<file path="src/rtl/pv_pkg.sv">
package pv_pkg;

    localparam int PV_VAL_W = 10;
    localparam int PV_CC_W  = 10;

    typedef logic [PV_VAL_W-1:0]      pv_val_t;
    typedef logic [PV_CC_W-1:0]       pv_cc_t;
    typedef logic signed [PV_VAL_W:0] pv_err_t;

    typedef enum logic [1:0] {
        CMP_IN_BAND = 2'd0,
        CMP_UNDER   = 2'd1,
        CMP_OVER    = 2'd2
    } pv_cmp_e;

    typedef enum logic [3:0] {
        S_IDLE  = 4'd0,
        S_PROG  = 4'd1,
        S_PWAIT = 4'd2,
        S_READ  = 4'd3,
        S_RWAIT = 4'd4,
        S_EVAL  = 4'd5,
        S_RST   = 4'd6,
        S_XWAIT = 4'd7,
        S_DONE  = 4'd8
    } pv_state_e;

    typedef struct packed {
        pv_cmp_e cls;
        pv_err_t err;
    } pv_eval_t;

    // Proportional step for a positive error; fine selects the quarter scale.
    // A shifted result of zero still moves the setting by one.
    function automatic pv_cc_t pv_scaled_step(input pv_err_t err, input logic fine);
        pv_err_t sh;
        sh = fine ? (err >>> 2) : (err >>> 1);
        if (sh <= 0)
            return pv_cc_t'(1);
        return sh[PV_CC_W-1:0];
    endfunction

endpackage

</file>
<file path="src/rtl/pv_compare.sv">
module pv_compare
    import pv_pkg::*;
#(
    parameter int TOL = 5
) (
    input  pv_val_t  tgt,
    input  pv_val_t  meas,
    output pv_eval_t res
);
    localparam pv_err_t TOL_HI = pv_err_t'(TOL);
    localparam pv_err_t TOL_LO = -pv_err_t'(TOL);

    pv_err_t diff;

    always_comb begin
        diff    = $signed({1'b0, tgt}) - $signed({1'b0, meas});
        res.err = diff;
        if (diff > TOL_HI)
            res.cls = CMP_UNDER;
        else if (diff < TOL_LO)
            res.cls = CMP_OVER;
        else
            res.cls = CMP_IN_BAND;
    end
endmodule

</file>
<file path="src/rtl/pv_step.sv">
module pv_step
    import pv_pkg::*;
#(
    parameter int SWITCH_ITER = 10,
    parameter int ITER_W      = 5
) (
    input  pv_err_t           err,
    input  logic [ITER_W-1:0] iter,
    output pv_cc_t            step
);
    logic fine;

    always_comb begin
        fine = (iter >= ITER_W'(SWITCH_ITER));
        step = pv_scaled_step(err, fine);
    end
endmodule

</file>
<file path="src/rtl/pv_cc_reg.sv">
module pv_cc_reg
    import pv_pkg::*;
#(
    parameter int INIT_CC = 50
) (
    input  logic   clk,
    input  logic   rst,
    input  logic   load_init,
    input  logic   add_en,
    input  pv_cc_t step,
    output pv_cc_t cc
);
    localparam pv_cc_t CC_INIT = pv_cc_t'(INIT_CC);

    logic [PV_CC_W:0] sum;

    always_comb sum = {1'b0, cc} + {1'b0, step};

    always_ff @(posedge clk) begin
        if (rst)
            cc <= CC_INIT;
        else if (load_init)
            cc <= CC_INIT;
        else if (add_en)
            cc <= sum[PV_CC_W] ? '1 : sum[PV_CC_W-1:0];
    end
endmodule

</file>
<file path="src/rtl/pv_seq.sv">
module pv_seq
    import pv_pkg::*;
#(
    parameter int MAX_ITER    = 20,
    parameter int MAX_RESTART = 3,
    parameter int ITER_W      = 5,
    parameter int RST_W       = 2
) (
    input  logic              clk,
    input  logic              rst,
    input  logic              start,
    input  pv_val_t           target,
    input  logic              dev_done,
    input  logic              meas_valid,
    input  pv_val_t           meas,
    input  pv_cmp_e           cls,
    output pv_val_t           tgt_q,
    output pv_val_t           meas_q,
    output logic [ITER_W-1:0] iter_q,
    output logic              cc_load_init,
    output logic              cc_add,
    output logic              prog_stb,
    output logic              read_stb,
    output logic              rst_stb,
    output logic              busy,
    output logic              done,
    output logic              pass,
    output logic [ITER_W-1:0] iters
);
    pv_state_e         state;
    logic [RST_W-1:0]  rcnt_q;
    logic [ITER_W-1:0] iter_inc;
    logic              at_cap;
    logic              out_of_restarts;

    always_comb begin
        iter_inc        = iter_q + 1'b1;
        at_cap          = (iter_inc >= ITER_W'(MAX_ITER));
        out_of_restarts = (rcnt_q == RST_W'(MAX_RESTART));
        prog_stb        = (state == S_PROG);
        read_stb        = (state == S_READ);
        rst_stb         = (state == S_RST);
        busy            = (state != S_IDLE);
        done            = (state == S_DONE);
        cc_load_init    = ((state == S_IDLE) && start) ||
                          ((state == S_XWAIT) && dev_done);
        cc_add          = (state == S_EVAL) && (cls == CMP_UNDER) && !at_cap;
    end

    always_ff @(posedge clk) begin
        if (rst) begin
            state  <= S_IDLE;
            tgt_q  <= '0;
            meas_q <= '0;
            iter_q <= '0;
            rcnt_q <= '0;
            pass   <= 1'b0;
            iters  <= '0;
        end else begin
            unique case (state)
                S_IDLE: begin
                    if (start) begin
                        tgt_q  <= target;
                        iter_q <= '0;
                        rcnt_q <= '0;
                        pass   <= 1'b0;
                        iters  <= '0;
                        state  <= S_PROG;
                    end
                end
                S_PROG:  state <= S_PWAIT;
                S_PWAIT: if (dev_done) state <= S_READ;
                S_READ:  state <= S_RWAIT;
                S_RWAIT: begin
                    if (meas_valid) begin
                        meas_q <= meas;
                        state  <= S_EVAL;
                    end
                end
                S_EVAL: begin
                    unique case (cls)
                        CMP_IN_BAND: begin
                            pass  <= 1'b1;
                            iters <= iter_inc;
                            state <= S_DONE;
                        end
                        CMP_OVER: begin
                            if (out_of_restarts) begin
                                pass  <= 1'b0;
                                iters <= iter_inc;
                                state <= S_DONE;
                            end else begin
                                state <= S_RST;
                            end
                        end
                        default: begin
                            if (at_cap) begin
                                pass  <= 1'b0;
                                iters <= iter_inc;
                                state <= S_DONE;
                            end else begin
                                iter_q <= iter_inc;
                                state  <= S_PROG;
                            end
                        end
                    endcase
                end
                S_RST:   state <= S_XWAIT;
                S_XWAIT: begin
                    if (dev_done) begin
                        iter_q <= '0;
                        rcnt_q <= rcnt_q + 1'b1;
                        state  <= S_PROG;
                    end
                end
                S_DONE:  state <= S_IDLE;
                default: state <= S_IDLE;
            endcase
        end
    end
endmodule

</file>
<file path="src/rtl/pv_ctrl.sv">
module pv_ctrl
    import pv_pkg::*;
#(
    parameter int TOL         = 5,
    parameter int MAX_ITER    = 20,
    parameter int SWITCH_ITER = 10,
    parameter int MAX_RESTART = 3,
    parameter int INIT_CC     = 50,
    localparam int ITER_W     = $clog2(MAX_ITER + 1),
    localparam int RST_W      = $clog2(MAX_RESTART + 1)
) (
    input  logic                    clk,
    input  logic                    rst,
    input  logic                    start,
    input  logic [PV_VAL_W-1:0]     target,
    input  logic                    dev_done,
    input  logic                    meas_valid,
    input  logic [PV_VAL_W-1:0]     meas,
    output logic [PV_CC_W-1:0]      cc_set,
    output logic                    prog_stb,
    output logic                    read_stb,
    output logic                    rst_stb,
    output logic                    busy,
    output logic                    done,
    output logic                    pass,
    output logic [ITER_W-1:0]       iters
);
    pv_val_t           tgt_q;
    pv_val_t           meas_q;
    logic [ITER_W-1:0] iter_q;
    pv_eval_t          ev;
    pv_cc_t            step;
    logic              cc_load_init;
    logic              cc_add;

    pv_compare #(.TOL(TOL)) u_cmp (
        .tgt  (tgt_q),
        .meas (meas_q),
        .res  (ev)
    );

    pv_step #(.SWITCH_ITER(SWITCH_ITER), .ITER_W(ITER_W)) u_step (
        .err  (ev.err),
        .iter (iter_q),
        .step (step)
    );

    pv_cc_reg #(.INIT_CC(INIT_CC)) u_cc (
        .clk       (clk),
        .rst       (rst),
        .load_init (cc_load_init),
        .add_en    (cc_add),
        .step      (step),
        .cc        (cc_set)
    );

    pv_seq #(
        .MAX_ITER    (MAX_ITER),
        .MAX_RESTART (MAX_RESTART),
        .ITER_W      (ITER_W),
        .RST_W       (RST_W)
    ) u_seq (
        .clk          (clk),
        .rst          (rst),
        .start        (start),
        .target       (target),
        .dev_done     (dev_done),
        .meas_valid   (meas_valid),
        .meas         (meas),
        .cls          (ev.cls),
        .tgt_q        (tgt_q),
        .meas_q       (meas_q),
        .iter_q       (iter_q),
        .cc_load_init (cc_load_init),
        .cc_add       (cc_add),
        .prog_stb     (prog_stb),
        .read_stb     (read_stb),
        .rst_stb      (rst_stb),
        .busy         (busy),
        .done         (done),
        .pass         (pass),
        .iters        (iters)
    );
endmodule

</file>
<file path="config.mk">
export PLATFORM = sky130hd
export DESIGN_NAME = pv_ctrl
export DESIGN_NICKNAME = d
export VERILOG_FILES = /design/src/rtl/pv_pkg.sv /design/src/rtl/pv_compare.sv /design/src/rtl/pv_step.sv /design/src/rtl/pv_cc_reg.sv /design/src/rtl/pv_seq.sv /design/src/rtl/pv_ctrl.sv
export SDC_FILE = /design/constraint.sdc
export NUM_CORES = 1
export LEC_CHECK = 0
export CORE_UTILIZATION = 56
export DETAILED_ROUTE_END_ITERATION = 10
export HOLD_SLACK_MARGIN = 0.1
export PLACE_DENSITY_LB_ADDON = 0.1
export SLEW_MARGIN = 25
export SYNTH_ARGS = -nofsm -noshare
export SYNTH_HDL_FRONTEND = slang
export SYNTH_SLANG_ARGS = --single-unit
</file>
<file path="constraint.sdc">
create_clock -name clk -period 13.6 [get_ports clk]
set_clock_uncertainty 0.15 [all_clocks]
set_input_delay 1.36 -clock clk [delete_from_list [all_inputs] [get_ports clk]]
set_output_delay 1.36 -clock clk [all_outputs]
set_load 0.05 [all_outputs]
</file>
==> impl_metrics.py <==
metrics = {
    "pwr": {
        "leakage_nw": 1.58,
        "report.power.total_uw": 431,
        "p_per_area_nw_per_um2": 111,
        "ir_drop_v": 0.0000570,
    },
    "timing": {
        "holdWs_ns": 0.311,
        "setup_tns_ns": 0,
        "drv_slew": 0,
        "worst_pin_slew_ns": 0.666,
        "rsz0062_at_grt": "false",
        "period_minus_slack_ns": 5.05,
        "fmax_mhz": 198,
        "finalSetupViolCount": 0,
        "finalCritPeriodShare_pct": 37.2,
        "finalHoldViolCount": 0,
        "slew_headroom_pct": 55.3,
    },
    "clock_tree": {
        "cts_root_buf": "clkbuf_8",
        "ctsResizeCount": 0,
        "clk_latency_ns": 0.31,
        "holdBufCountCts": 0,
        "cts_tree": "done",
        "post_cts_buffers": 0,
        "cts_max_path_buffers": 2,
        "cts_sinks": 47,
        "htreeDepth": 2,
        "path_clk_slew_ns": 0.09,
        "cts_buffers": 5,
    },
    "finish": {
        "layout.cells.non_filler": 516,
        "diodes": 0,
        "final_area_um2": 3880,
        "final_cell_mix": "nor2_1, dfxtp_1, nand2_1, clkdlybuf4s50_1, a21oi_1",
        "fillCellCount": 483,
        "syn_to_final_growth_pct": 18.0,
        "layout-drive-gt1-share_pct": 6.76,
        "layout_commonest_cell": "nor2_1",
        "final_nets": 494,
    },
    "logic_synthesis": {
        "ys_seq_area_share_pct": 28.6,
        "synth_compound_gate_area_share_pct": 20.0,
        "yosys-top-cells-area": "dfxtp_1, ha_1, mux2i_1, nor2_1, nand2_1",
        "synth_top_area_cell": "dfxtp_1",
        "yosys_warnings": 0,
        "synthSimpleGateAreaFrac_pct": 23.9,
        "async_flop_share_pct": 0,
        "synth_top_family_by_area": "simple AND/OR/NAND/NOR gates",
        "synthAdderAreaFrac_pct": 9.98,
        "synth-seq-cells": 47,
        "synth_top_area_share_pct": 28.6,
        "synth_area_um2": 3290,
        "synth.distinct_cells": 63,
        "synth_ff_type": "dfxtp_1",
        "syn_inst": 408,
        "synth_xor_xnor_area_share_pct": 4.76,
        "synth-edff-count": 0,
        "syn_avg_cell_area_um2": 8.05,
        "yosys-mux-area-fraction_pct": 8.07,
        "postSynthNetCount": 458,
    },
    "critical_path": {
        "path_cells": "ha_1 -> inv_1 -> fa_1 -> a211oi_1 -> nor2_1 -> xor2_1 -> nor4_1 -> and4bb_2 -> a21o_1 -> nand2b_1 -> ha_1 -> fa_1 -> a21oi_1 -> o211ai_1 -> or4_1 -> nand4_1 -> nand3_1 -> a211o_1 -> o221a_2",
        "worstSetupPathType": "flop to flop",
        "crit_start": "u_seq.meas_q[0]$_SDFFE_PP0P_",
        "cpMaxStageDelayCell": "or4_1",
        "crit_path_start_kind": "flop",
        "worstPathMaxFanout": 10,
        "crit_family": "compound AO/OA/AOI/OAI gates",
        "slowest_delay_ns": 0.43,
        "critPathBufInv": 1,
        "worstPathArrival_ns": 5.11,
        "cp-end-kind": "flop",
        "cp.required_ns": 13.66,
        "r2r_start": "u_seq.meas_q[0]$_SDFFE_PP0P_",
    },
    "floorplan": {
        "start_util_pct": 58.9,
        "dieArea_um2": 6180,
        "pin_count": 46,
        "die_x_um": 78.6,
        "core-area_um2": 5570,
        "die_y_um": 78.6,
        "std_cell_rows": 27,
    },
    "global_routing": {
        "overflow": 0,
        "antenna_found_initial": 0,
        "grt_max_degree": 38,
        "grt_pass1_vias": 2745,
        "grt_first_pass_wirelength_um": 12300,
        "grtUsageTotal_pct": 24.7,
    },
    "route": {
        "viasPerCell": 5.67,
        "first_iter_violations": 134,
        "drt.antenna.violating_nets": 0,
        "avgRoutedWirePerCell_um": 13.7,
        "drcViolationCount": 0,
        "first_pass_iters": 4,
        "wl_um": 7060,
        "vias": 2926,
    },
    "worst_hold_path": {
        "min_path_type": "flop to flop",
        "hp-start": "u_seq.iters[4]$_SDFFE_PP0P_",
    },
    "status": {
        "outcome": "completed",
    },
    "placement": {
        "place.gp.congestion": 0.894,
        "portBuffers": 45,
        "place_inst": 509,
        "dp_hpwl_um": 5390,
        "place_area_um2": 3770,
    },
    "job": {
        "cap_viol_max_count": 0,
    },
}
final cells by class:
| class | instances | area (um2) | share of cell area [%] |
|---|---|---|---|
| inverter | 21 | 78.8 | 2.03 |
| tap | 72 | 90.1 | 2.32 |
| clock inverter | 1 | 30.0 | 0.774 |
| clock buffer | 6 | 72.6 | 1.87 |
| timing repair buffer | 47 | 465 | 12.0 |
| multi-input combinational | 322 | 2200 | 56.7 |
| sequential | 47 | 941 | 24.3 |
worst paths after layout:
path | to | slack, ns | cells past startpoint
hold / removal | u_seq.iters[4]$_SDFFE_PP0P_ | 0.31 | 2
setup reg to reg | u_cc.cc[0]$_SDFFE_PP0P_ | 8.55 | 19
setup / recovery | u_cc.cc[0]$_SDFFE_PP0P_ | 8.55 | 19
hold reg to reg | u_seq.iters[4]$_SDFFE_PP0P_ | 0.31 | 2
where the power goes:
| part | switching, mW | internal (mW) |
|---|---|---|
| logic | 0.103 | 0.0761 |
| registers | 0.00552 | 0.142 |
| clock network | 0.0500 | 0.0540 |
stage by stage:
| stage | setup WS (ns) | utilization, % |
|---|---|---|
| global placement | 8.67 | 67.7 |
| detailed placement | 8.57 | 67.7 |
| CTS | 8.57 | 69.5 |
| global route | 8.20 | 69.6 |
| finish | 8.55 | 69.6 |
| floorplan | 8.91 | - |
layer usage:
| layer | part of all wire [%] | up-vias | GRT usage, % |
|---|---|---|---|
| met2 | 45 | 60 | 39.8 |
| li1 | - | 1517 | - |
| met5 | 0 | - | 0 |
| met1 | 49 | 1335 | 32.9 |
| met4 | 2.0 | 0 | 9.07 |
| met3 | 3.4 | 14 | 4.42 |
synthesized netlist by cell type (5+ instances only):
cell      instances
nor4_1            5
o21ai_0          10
nor2b_1           8
ha_1             23
nor3_1           12
nor2_1           57
nand3_1           9
inv_1            21
o21a_1            5
mux2i_1          22
xor2_1            8
xnor2_1           8
a21oi_1          26
o221a_2           7
nand2_1          45
dfxtp_1          47
o22ai_1           5
clkbuf_1         15
registers in the layout, summed over array words and instances (netlist names):
| register | flops |
|---|---|
| u_cc.cc | 10 |
| u_seq.state | 4 |
| u_seq.tgt_q | 10 |
| u_seq.rcnt_q | 2 |
| u_seq.pass | 1 |
| u_seq.meas_q | 10 |
| u_seq.iter_q | 5 |
| u_seq.iters | 5 |
worst min-delay path, delay by kind of cell (launching register included):
family,cells,cell delay [ns]
flip-flops,1,0.32
multiplexers,1,0.05
AND/OR/NAND/NOR,1,0.05
cell families after synthesis:
family                   count (synthesis)
AO/OA/AOI/OAI                           88
XOR/XNOR                                17
adder cells (fa/ha/maj)                 25
buffers and inverters                   39
flip-flops                              47
multiplexers                            25
other                                    1
AND/OR/NAND/NOR                        166
Note: power is estimated with default switching activity, not from simulation.
